**src/rtl/mdio_pkg.sv**
```systemverilog
package mdio_pkg;
   localparam logic [2:0] IDX_CFG  = 3'd0;
   localparam logic [2:0] IDX_CMD  = 3'd1;
   localparam logic [2:0] IDX_ADR  = 3'd2;
   localparam logic [2:0] IDX_WDAT = 3'd3;
   localparam logic [2:0] IDX_RDAT = 3'd4;
   localparam logic [2:0] IDX_IND  = 3'd5;

   localparam logic [1:0] OP_RD = 2'b10;
   localparam logic [1:0] OP_WR = 2'b01;
endpackage

```
**src/rtl/mdio_clkgen.sv**
```systemverilog
module mdio_clkgen #(
   parameter int CODE_W   = 3,
   parameter int DIV_UNIT = 4
) (
   input  logic              clk,
   input  logic              rst_n,
   input  logic [CODE_W-1:0] code,
   output logic              mdc,
   output logic              tick_rise,
   output logic              tick_fall
);
   localparam int CNT_W = $clog2(DIV_UNIT << CODE_W) + 1;

   logic [CNT_W-1:0] cnt;
   logic [CNT_W-1:0] half_m1;
   logic             at_end;

   assign half_m1   = CNT_W'((32'(code) + 32'd1) * DIV_UNIT - 32'd1);
   assign at_end    = (cnt >= half_m1);
   assign tick_rise = at_end & ~mdc;
   assign tick_fall = at_end & mdc;

   always_ff @(posedge clk or negedge rst_n) begin
      if (!rst_n) begin
         cnt <= '0;
         mdc <= 1'b0;
      end else if (at_end) begin
         cnt <= '0;
         mdc <= ~mdc;
      end else begin
         cnt <= cnt + 1'b1;
      end
   end
endmodule

```
**src/rtl/mdio_engine.sv**
```systemverilog
module mdio_engine #(
   parameter int PRE_LEN = 32,
   parameter bit SYNC_IN = 1'b1
) (
   input  logic        clk,
   input  logic        rst_n,
   input  logic        tick_rise,
   input  logic        tick_fall,
   input  logic        mdio_i,
   input  logic        start,
   input  logic        is_read,
   input  logic [4:0]  phy,
   input  logic [4:0]  regn,
   input  logic [15:0] wdata,
   input  logic        abort,
   output logic        busy,
   output logic        nvalid,
   output logic [15:0] rdata,
   output logic        mdio_o,
   output logic        mdio_oe
);
   import mdio_pkg::*;

   localparam int FRAME    = PRE_LEN + 32;
   localparam int CW       = $clog2(FRAME + 1);
   localparam int DRV_LEN  = PRE_LEN + 14;
   localparam int SMP_FROM = PRE_LEN + 17;

   logic [FRAME-1:0] tx;
   logic [CW-1:0]    bitc;
   logic             rd_op;
   logic [15:0]      rx;
   logic             din;

   generate
      if (SYNC_IN) begin : g_sync
         logic [1:0] sync_q;
         always_ff @(posedge clk or negedge rst_n) begin
            if (!rst_n) sync_q <= 2'b11;
            else        sync_q <= {sync_q[0], mdio_i};
         end
         assign din = sync_q[1];
      end else begin : g_direct
         assign din = mdio_i;
      end
   endgenerate

   always_ff @(posedge clk or negedge rst_n) begin
      if (!rst_n) begin
         busy    <= 1'b0;
         nvalid  <= 1'b0;
         rdata   <= '0;
         mdio_o  <= 1'b1;
         mdio_oe <= 1'b0;
         tx      <= '0;
         bitc    <= '0;
         rd_op   <= 1'b0;
         rx      <= '0;
      end else if (abort) begin
         busy    <= 1'b0;
         mdio_oe <= 1'b0;
         bitc    <= '0;
      end else if (start && !busy) begin
         busy  <= 1'b1;
         rd_op <= is_read;
         bitc  <= '0;
         tx    <= {{PRE_LEN{1'b1}}, 2'b01, (is_read ? OP_RD : OP_WR),
                   phy, regn, 2'b10, (is_read ? 16'h0000 : wdata)};
         if (is_read) nvalid <= 1'b1;
      end else if (busy) begin
         if (tick_fall) begin
            if (bitc == CW'(FRAME)) begin
               busy    <= 1'b0;
               mdio_oe <= 1'b0;
               if (rd_op) begin
                  rdata  <= rx;
                  nvalid <= 1'b0;
               end
            end else begin
               mdio_o  <= tx[FRAME-1];
               tx      <= {tx[FRAME-2:0], 1'b0};
               mdio_oe <= !rd_op || (bitc < CW'(DRV_LEN));
               bitc    <= bitc + 1'b1;
            end
         end
         if (tick_rise && rd_op && (bitc >= CW'(SMP_FROM)))
            rx <= {rx[14:0], din};
      end
   end

   a_r4_oe_needs_busy: assert property (@(posedge clk) disable iff (!rst_n)
      mdio_oe |-> busy);
   a_r8_out_on_fall: assert property (@(posedge clk) disable iff (!rst_n)
      (mdio_o != $past(mdio_o)) |-> $past(tick_fall));
   a_r4_busy_end: assert property (@(posedge clk) disable iff (!rst_n)
      $fell(busy) |-> $past(tick_fall || abort));
   a_r5_nv_on_start: assert property (@(posedge clk) disable iff (!rst_n)
      $rose(nvalid) |-> $rose(busy));
endmodule

```
**src/rtl/mdio_master.sv**
```systemverilog
module mdio_master #(
   parameter int CODE_W   = 3,
   parameter int DIV_UNIT = 4,
   parameter int PRE_LEN  = 32,
   parameter bit SYNC_IN  = 1'b1
) (
   input  logic        clk,
   input  logic        rst_n,
   input  logic        reg_we,
   input  logic [2:0]  reg_idx,
   input  logic [31:0] reg_wdata,
   output logic [31:0] reg_rdata,
   output logic        mdc,
   input  logic        mdio_i,
   output logic        mdio_o,
   output logic        mdio_oe
);
   import mdio_pkg::*;

   generate
      if (CODE_W < 1 || CODE_W > 8) begin : g_bad_code
         $error("CODE_W must lie in 1..8");
      end
      if (DIV_UNIT < 3) begin : g_bad_div
         $error("DIV_UNIT must be at least 3");
      end
      if (PRE_LEN < 1 || PRE_LEN > 32) begin : g_bad_pre
         $error("PRE_LEN must lie in 1..32");
      end
   endgenerate

   logic [CODE_W-1:0] cfg_code;
   logic              cmd_bit;
   logic [4:0]        adr_phy;
   logic [4:0]        adr_reg;
   logic [15:0]       wdat_q;
   logic              soft_rst, rd_start, wr_start;
   logic              tick_rise, tick_fall;
   logic              busy, nvalid;
   logic [15:0]       rdata;
   logic              unused_bits;

   assign unused_bits = ^{reg_wdata[30:16], reg_wdata[7:5], reg_wdata[15:13]};

   assign soft_rst = reg_we && (reg_idx == IDX_CFG) && reg_wdata[31];
   assign rd_start = reg_we && (reg_idx == IDX_CMD) && reg_wdata[0] && !cmd_bit;
   assign wr_start = reg_we && (reg_idx == IDX_WDAT);

   always_ff @(posedge clk or negedge rst_n) begin
      if (!rst_n) begin
         cfg_code <= '1;
         cmd_bit  <= 1'b0;
         adr_phy  <= '0;
         adr_reg  <= '0;
         wdat_q   <= '0;
      end else if (reg_we) begin
         case (reg_idx)
            IDX_CFG:  cfg_code <= reg_wdata[CODE_W-1:0];
            IDX_CMD:  cmd_bit  <= reg_wdata[0];
            IDX_ADR: begin
               adr_phy <= reg_wdata[12:8];
               adr_reg <= reg_wdata[4:0];
            end
            IDX_WDAT: wdat_q   <= reg_wdata[15:0];
            default: ;
         endcase
      end
   end

   always_comb begin
      reg_rdata = '0;
      case (reg_idx)
         IDX_CFG:  reg_rdata = 32'(cfg_code);
         IDX_CMD:  reg_rdata = {31'd0, cmd_bit};
         IDX_ADR:  reg_rdata = {19'd0, adr_phy, 3'd0, adr_reg};
         IDX_WDAT: reg_rdata = {16'd0, wdat_q};
         IDX_RDAT: reg_rdata = {16'd0, rdata};
         IDX_IND:  reg_rdata = {29'd0, nvalid, 1'b0, busy};
         default:  reg_rdata = '0;
      endcase
   end

   mdio_clkgen #(.CODE_W(CODE_W), .DIV_UNIT(DIV_UNIT)) u_clkgen (
      .clk       (clk),
      .rst_n     (rst_n),
      .code      (cfg_code),
      .mdc       (mdc),
      .tick_rise (tick_rise),
      .tick_fall (tick_fall)
   );

   mdio_engine #(.PRE_LEN(PRE_LEN), .SYNC_IN(SYNC_IN)) u_engine (
      .clk       (clk),
      .rst_n     (rst_n),
      .tick_rise (tick_rise),
      .tick_fall (tick_fall),
      .mdio_i    (mdio_i),
      .start     (rd_start || wr_start),
      .is_read   (rd_start),
      .phy       (adr_phy),
      .regn      (adr_reg),
      .wdata     (reg_wdata[15:0]),
      .abort     (soft_rst),
      .busy      (busy),
      .nvalid    (nvalid),
      .rdata     (rdata),
      .mdio_o    (mdio_o),
      .mdio_oe   (mdio_oe)
   );

   a_r10_abort_clears: assert property (@(posedge clk) disable iff (!rst_n)
      soft_rst |=> (!busy && !mdio_oe));
   a_r9_start_keeps_busy: assert property (@(posedge clk) disable iff (!rst_n)
      (busy && wr_start && !soft_rst) |=> busy);
endmodule

```
**config.mk**
```make
export PLATFORM = sky130hd
export DESIGN_NAME = mdio_master
export DESIGN_NICKNAME = d
export VERILOG_FILES = /design/src/rtl/mdio_pkg.sv /design/src/rtl/mdio_clkgen.sv /design/src/rtl/mdio_engine.sv /design/src/rtl/mdio_master.sv
export SDC_FILE = /design/constraint.sdc
export NUM_CORES = 1
export LEC_CHECK = 0
export BUFFER_PORTS_ARGS = -buffer_cell sky130_fd_sc_hd__buf_2
export CORE_MARGIN = 2
export CORE_UTILIZATION = 42
export CTS_CLUSTER_SIZE = 25
export DETAILED_ROUTE_END_ITERATION = 6
export HOLD_SLACK_MARGIN = 0.15
export PLACE_DENSITY = 0.72
export REMOVE_ABC_BUFFERS = 1
export SETUP_SLACK_MARGIN = 0.02
export SYNTH_ARGS = -nofsm -noshare
export SYNTH_HDL_FRONTEND = slang
export SYNTH_SLANG_ARGS = --single-unit
```
**constraint.sdc**
```tcl
create_clock -name clk -period 5.44 [get_ports clk]
set_input_delay 0.544 -clock clk [delete_from_list [all_inputs] [get_ports clk]]
set_output_delay 0.544 -clock clk [all_outputs]
set_load 0.05 [all_outputs]
```
# After elaboration in Yosys (flattened, before gate mapping)
# Index checks and enable logic that the tools add are counted.
dict set report totals {
  output_inout_bits 35
  register_bits 147
  in_bits 39
  word_cells 104
}
dict set report classes {
  n_bitwise 6
  eq_ne 10
  n_mux 29
  reduce_logical 35
  n_addsub 4
  magnitude_cmp 3
}
# operator count
set op_table {}
lappend op_table {{two-way mux 64 bit} 4}
lappend op_table {{one-hot mux 16 bit (6 select lines)} 1}
lappend op_table {{two-way mux 7 bit} 5}
lappend op_table {{two-way mux 1 bit} 16}
lappend op_table {{two-way mux 16 bit} 1}
lappend op_table {{AND reduction 6 bit} 2}
lappend op_table {{nonzero test 2 bit} 6}
lappend op_table {{AND reduction 2 bit} 5}
lappend op_table {{logical AND 1 bit} 9}
lappend op_table {{AND reduction 4 bit} 2}
lappend op_table {{adder 7 x 1 -> 7 bit, second input constant} 1}
lappend op_table {{== test 7 bit, second input constant} 1}
lappend op_table {{>= comparator 7 x 6 -> 1 bit, second input constant} 1}
lappend op_table {{less-than comparator 7 x 6 -> 1 bit, second input constant} 1}
lappend op_table {{adder 6 x 1 -> 6 bit, second input constant} 1}
lappend op_table {{== test 3 x 2 -> 1 bit, second input constant} 2}
lappend op_table {{== test 3 bit, second input constant} 2}
lappend op_table {{>= comparator 6 bit} 1}
lappend op_table {{two-way mux 6 bit} 1}
lappend op_table {{AND reduction 3 bit} 2}
lappend op_table {{nonzero test 3 bit} 2}
lappend op_table {{subtractor 6 x 1 -> 6 bit, second input constant} 1}
lappend op_table {{AND reduction 5 bit} 1}
lappend op_table {{adder 3 x 1 -> 4 bit, second input constant} 1}
lappend op_table {{10 further kinds} 18}

# Longest topological paths before layout
dict set report depth {
  depth_word 8
  depth_mapped 13
  ltp_nobuf 11
}

# Modules after synthesis
# From an unflattened synthesis, not the netlist that was laid out.
dict set report hier_totals {
  cells_unflattened 557
  area_unflattened_um2 6816.5
}
# module cells_per_inst n_inst seq_area_each_um2 area_per_inst_um2
set modules_own_cells {}
lappend modules_own_cells {mdio_engine 372 1 2756.4 4595.7}
lappend modules_own_cells {mdio_master 140 1 754.5 1776.7}
lappend modules_own_cells {mdio_clkgen 45 1 175.2 444.2}

# Worst setup path before layout
# OpenSTA, ideal clock, no wires.
dict set report synth_path {
  kind {reg2reg}
  startpoint {register cfg_code[0]}
  endpoint {register u_engine.rx[1]}
  path_slack_ps 2510
  path_stages_with_launch 13
  period_less_slack_ps 2930
  setup_time_ps 125
  n_path_buf 1
  t_arrival_ps 2806
  t_required_ps 5315
  path_cell_list {dfstp_2 > ha_1 > nor2b_1 > xnor2_1 > nor2_1 > o21ai_0 > ha_1 > nand3_1 > o22ai_2 > nor2_2 > nor4b_4 > buf_6 > mux2_2}
}
dict set report synth_via {
  elab_chain_len 7
}
# item line_no
set synth_rtl {}
lappend synth_rtl {{start, declared} mdio_master.sv:32} ;# logic [CODE_W-1:0] cfg_code;
lappend synth_rtl {{start signal, assigned} mdio_master.sv:58} ;# IDX_CFG: cfg_code <= reg_wdata[CODE_W-1:0];
lappend synth_rtl {{adder 3 x 1 -> 4 bit} mdio_clkgen.sv:18} ;# assign half_m1 = CNT_W'((32'(code) + 32'd1) * DIV_UNIT - 32'd1);
lappend synth_rtl {{subtractor 6 x 1 -> 6 bit} mdio_clkgen.sv:18}
lappend synth_rtl {{>= comparator 6 bit} mdio_clkgen.sv:19} ;# assign at_end = (cnt >= half_m1);
lappend synth_rtl {{AND 1 bit} mdio_clkgen.sv:20} ;# assign tick_rise = at_end & ~mdc;
lappend synth_rtl {{logical AND 1 bit (2 in a row)} mdio_engine.sv:86} ;# if (tick_rise && rd_op && (bitc >= CW'(SMP_FROM)))
lappend synth_rtl {{AND reduction 4 bit (no source line)} -}
lappend synth_rtl {{end signal, assigned} mdio_engine.sv:87} ;# rx <= {rx[14:0], din};
lappend synth_rtl {{end, declared} mdio_engine.sv:32} ;# logic [15:0] rx;
# No other way between the ends.
# A chain may end at the register's enable or synchronous reset.

# Final worst setup path
dict set report layout_path {
  startpoint {register cfg_code[0]}
  endpoint {register u_engine.tx[13]}
}
dict set report layout_via {
  elab_chain_len 6
}
# item line_no
set layout_rtl {}
lappend layout_rtl {{adder 3 x 1 -> 4 bit} mdio_clkgen.sv:18}
lappend layout_rtl {{subtractor 6 x 1 -> 6 bit} mdio_clkgen.sv:18}
lappend layout_rtl {{>= comparator 6 bit} mdio_clkgen.sv:19}
lappend layout_rtl {{AND 1 bit} mdio_clkgen.sv:21} ;# assign tick_fall = at_end & mdc;
lappend layout_rtl {{nonzero test 2 bit (no source line)} -}
lappend layout_rtl {{AND reduction 4 bit (no source line)} -}
lappend layout_rtl {{end signal, assigned} mdio_engine.sv:67} ;# tx <= {{PRE_LEN{1'b1}}, 2'b01, (is_read ? OP_RD : OP_WR),
lappend layout_rtl {{end signal, assigned} mdio_engine.sv:81} ;# tx <= {tx[FRAME-2:0], 1'b0};
lappend layout_rtl {{end, declared} mdio_engine.sv:29} ;# logic [FRAME-1:0] tx;
# No other way between the ends.

==> metrics.yaml <==
cts-root-buf: "clkbuf_16"
wl_met3_microns: 549
clockBufferDepth: 2
wl_met2_microns: 6990
start_util: 0.427
p_int_mw: 2.51
coreArea_sq_mm: 0.0165
relSlewSlack: 0.239
cp.required_ps: 5740
ys_async_sr_fraction: 1.00
antenna_found_initial: 0
finalNetCount: 706
power_frac_seq: 0.436
fp.dieW_microns: 133
crit_type: "flip-flop to flip-flop"
largest_register_ffs: 64
synth_cells: 635
p_switching_mw: 1.35
syn_area_per_cell_sq_um: 11.1
top_register: "u_engine.tx"
drive_gt1_frac: 0.259
switching_share: 0.350
htreeDepth: 4
dp.final_hpwl_microns: 8970
cp-start-kind: "flip-flop"
clkTransAtPathRegs_ps: 60
dr.pass1.iters: 4
drt_iter0_markers: 387
rows: 47
power_mw: 3.86
hold_buffers: 0
cp_max_fo: 52
cts_resized: 0
yosys_warnings: 0
cp.arrival_ps: 3830
period_needed_ps: 3520
post-cts-setup-buffers: 0
highest_layer: "met4"
fin_setup_tns_ps: 0
fin_util: 0.477
setup_violations: 0
final_cell_mix: "dfrtp_1, nand3_1, o21ai_0"
track_usage: 0.175
hold_viol: 0
wl_met1_microns: 6860
p_comb_frac: 0.273
grt_pass1_wl_microns: 24800
yosysTopAreaCellShare: 0.502
ir_drop_v: 0.000264
p_clk_frac: 0.290
yosys.area.top_type: "dfrtp_1"
synthFlopType: "dfrtp_1"
drv_cap: 0
cts.sinks: 147
clock.fmax_mhz: 284
numCtsBuffers: 17
cts_tree: "done"
power.leakage_nw: 3.47
yosysSeqAreaShare: 0.524
detailroute.via_count: 4897
finClkSkew_ps: 7.50
die-height_microns: 133
ys_types: 58
mostFrequentLayoutCell: "dfrtp_1"
wl_per_cell_microns: 16.3
drc: 0
placed_cells: 859
syn_to_final_growth_pct: 11.8
grt_setup_unrepaired: "false"
vias_per_cell: 5.50
synth_seq_cells: 147
grt_overflow: 0
holdCritPathClass: "input port to asynchronous set/reset pin"
fin_cells: 891
io_buffers: 42
synth_area_leaders: "dfrtp_1, mux2_2, nand3_1"
ios: 74
status: "finished clean"
syn-cell-area_sq_mm: 0.00703
worst_setup_path_end_kind: "flip-flop"
slew_viol_final: 0
worstSkewPairLatency_ps: 430
grt_pass1_vias: 4887
dieArea_sq_mm: 0.0178
grt_max_degree: 94
gp_routability_congestion: 0.791
timing.final.crit_share: 0.648
ant_nets: 0
tightest_slew_ps: 1140
power_density_mw_per_mm2: 491
synth_edf_count: 0
antenna_cells: 0
drt_wl_total_microns: 14600
critical path, stage by stage, from the launching register on:
cell and delay, ps:
dfstp_2 580, ha_1 280, nor2b_1 150, xnor2_1 130
nor2_1 50, o21ai_0 170, ha_1 270, nand3_1 130
o22a_1 270, a21o_2 780, o21ai_4 340, a2bb2oi_2 220
cells in the mapped netlist, types with 2 or more instances:
| library cell | number |
|---|---|
| or3_1 | 4 |
| and2_1 | 2 |
| dfrtp_1 | 141 |
| xnor2_1 | 6 |
| dfstp_2 | 6 |
| xor2_1 | 2 |
| nand3_1 | 77 |
| buf_4 | 19 |
| nor4b_4 | 3 |
| a22oi_1 | 2 |
| buf_2 | 11 |
| o211ai_1 | 2 |
| and4bb_2 | 2 |
| a22o_1 | 5 |
| inv_1 | 8 |
| nor3_1 | 2 |
| o21ai_1 | 2 |
| o31ai_1 | 15 |
| a21oi_1 | 24 |
| a31oi_1 | 11 |
| buf_1 | 5 |
| ha_1 | 9 |
| a2bb2oi_2 | 10 |
| nor2_1 | 28 |
| mux2_1 | 4 |
| nor2b_1 | 4 |
| nand2_1 | 40 |
| buf_6 | 7 |
| mux2_2 | 59 |
| o21a_1 | 2 |
| a2bb2oi_1 | 5 |
| clkbuf_1 | 18 |
| mux2i_1 | 12 |
| o21ai_0 | 63 |
| and2_4 | 2 |
metal layers:
layer / vias up / track usage
li1: 2307 / -
met1: 2482 / 0.243
met2: 94 / 0.273
met3: 14 / 0.0415
met4: 0 / 0.0544
met5: - / 0
layout make-up:
| class | count | area [sq um] |
|---|---|---|
| fill | 1488 | 8610 |
| sequential | 147 | 3690 |
| timing repair buffer | 49 | 269 |
| multi-input combinational | 435 | 3030 |
| clock buffer | 17 | 425 |
| clock inverter | 15 | 135 |
| tap | 220 | 275 |
| inverter | 8 | 30.0 |
path summary, 6_finish.rpt:
path,end,depth (start not counted),start,slack [ps]
setup reg to reg,u_engine.tx[13],11,cfg_code[0],1920
min in group clk,u_engine.g_sync.sync_q[0],1,mdio_i,220
hold reg to reg,u_engine.g_sync.sync_q[1],0,u_engine.g_sync.sync_q[0],360
hold / removal,u_clkgen.cnt[4],1,rst_n,180
setup / recovery,u_engine.tx[13],11,cfg_code[0],1920
max in group asynchronous,u_engine.tx[55],2,rst_n,4090
kinds of logic (layout without fill, tap and decap cells):
logic type      after synthesis  count (layout)  share of synthesized area
simple gates                173             173                      0.127
compound gates              154             154                      0.148
flops                       147             147                      0.524
mux                          75              75                      0.118
buf+inv                      68              89                     0.0559
fa+ha+maj                     9               9                     0.0160
xor+xnor                      8               8                    0.00997
other cells                   1              16                   0.000534
power by group through the flow:
stage / clock [mW] / sequential (mW) / combinational, mW
6_report: 1.12 / 1.68 / 1.05
5_1_grt: 1.18 / 1.73 / 1.18
4_1_cts: 1.13 / 1.68 / 1.07
3_5_place_dp: 0 / 1.69 / 1.06
3_3_place_gp: 0 / 1.68 / 1.02
2_1_floorplan: 0 / 1.67 / 0.791
stage by stage:
| step | setup slack, ps | hold WS [ps] | instance area [sq um] |
|---|---|---|---|
| after global routing | 1710 | 205 | 7860 |
| after floorplan | 987 | 248 | 6720 |
| after global placement | 1990 | 346 | 7290 |
| after CTS | 1930 | 206 | 7860 |
| final | 1920 | 181 | 7860 |
| after detailed placement | 1950 | 351 | 7290 |
(Power assumes the default switching activity.)
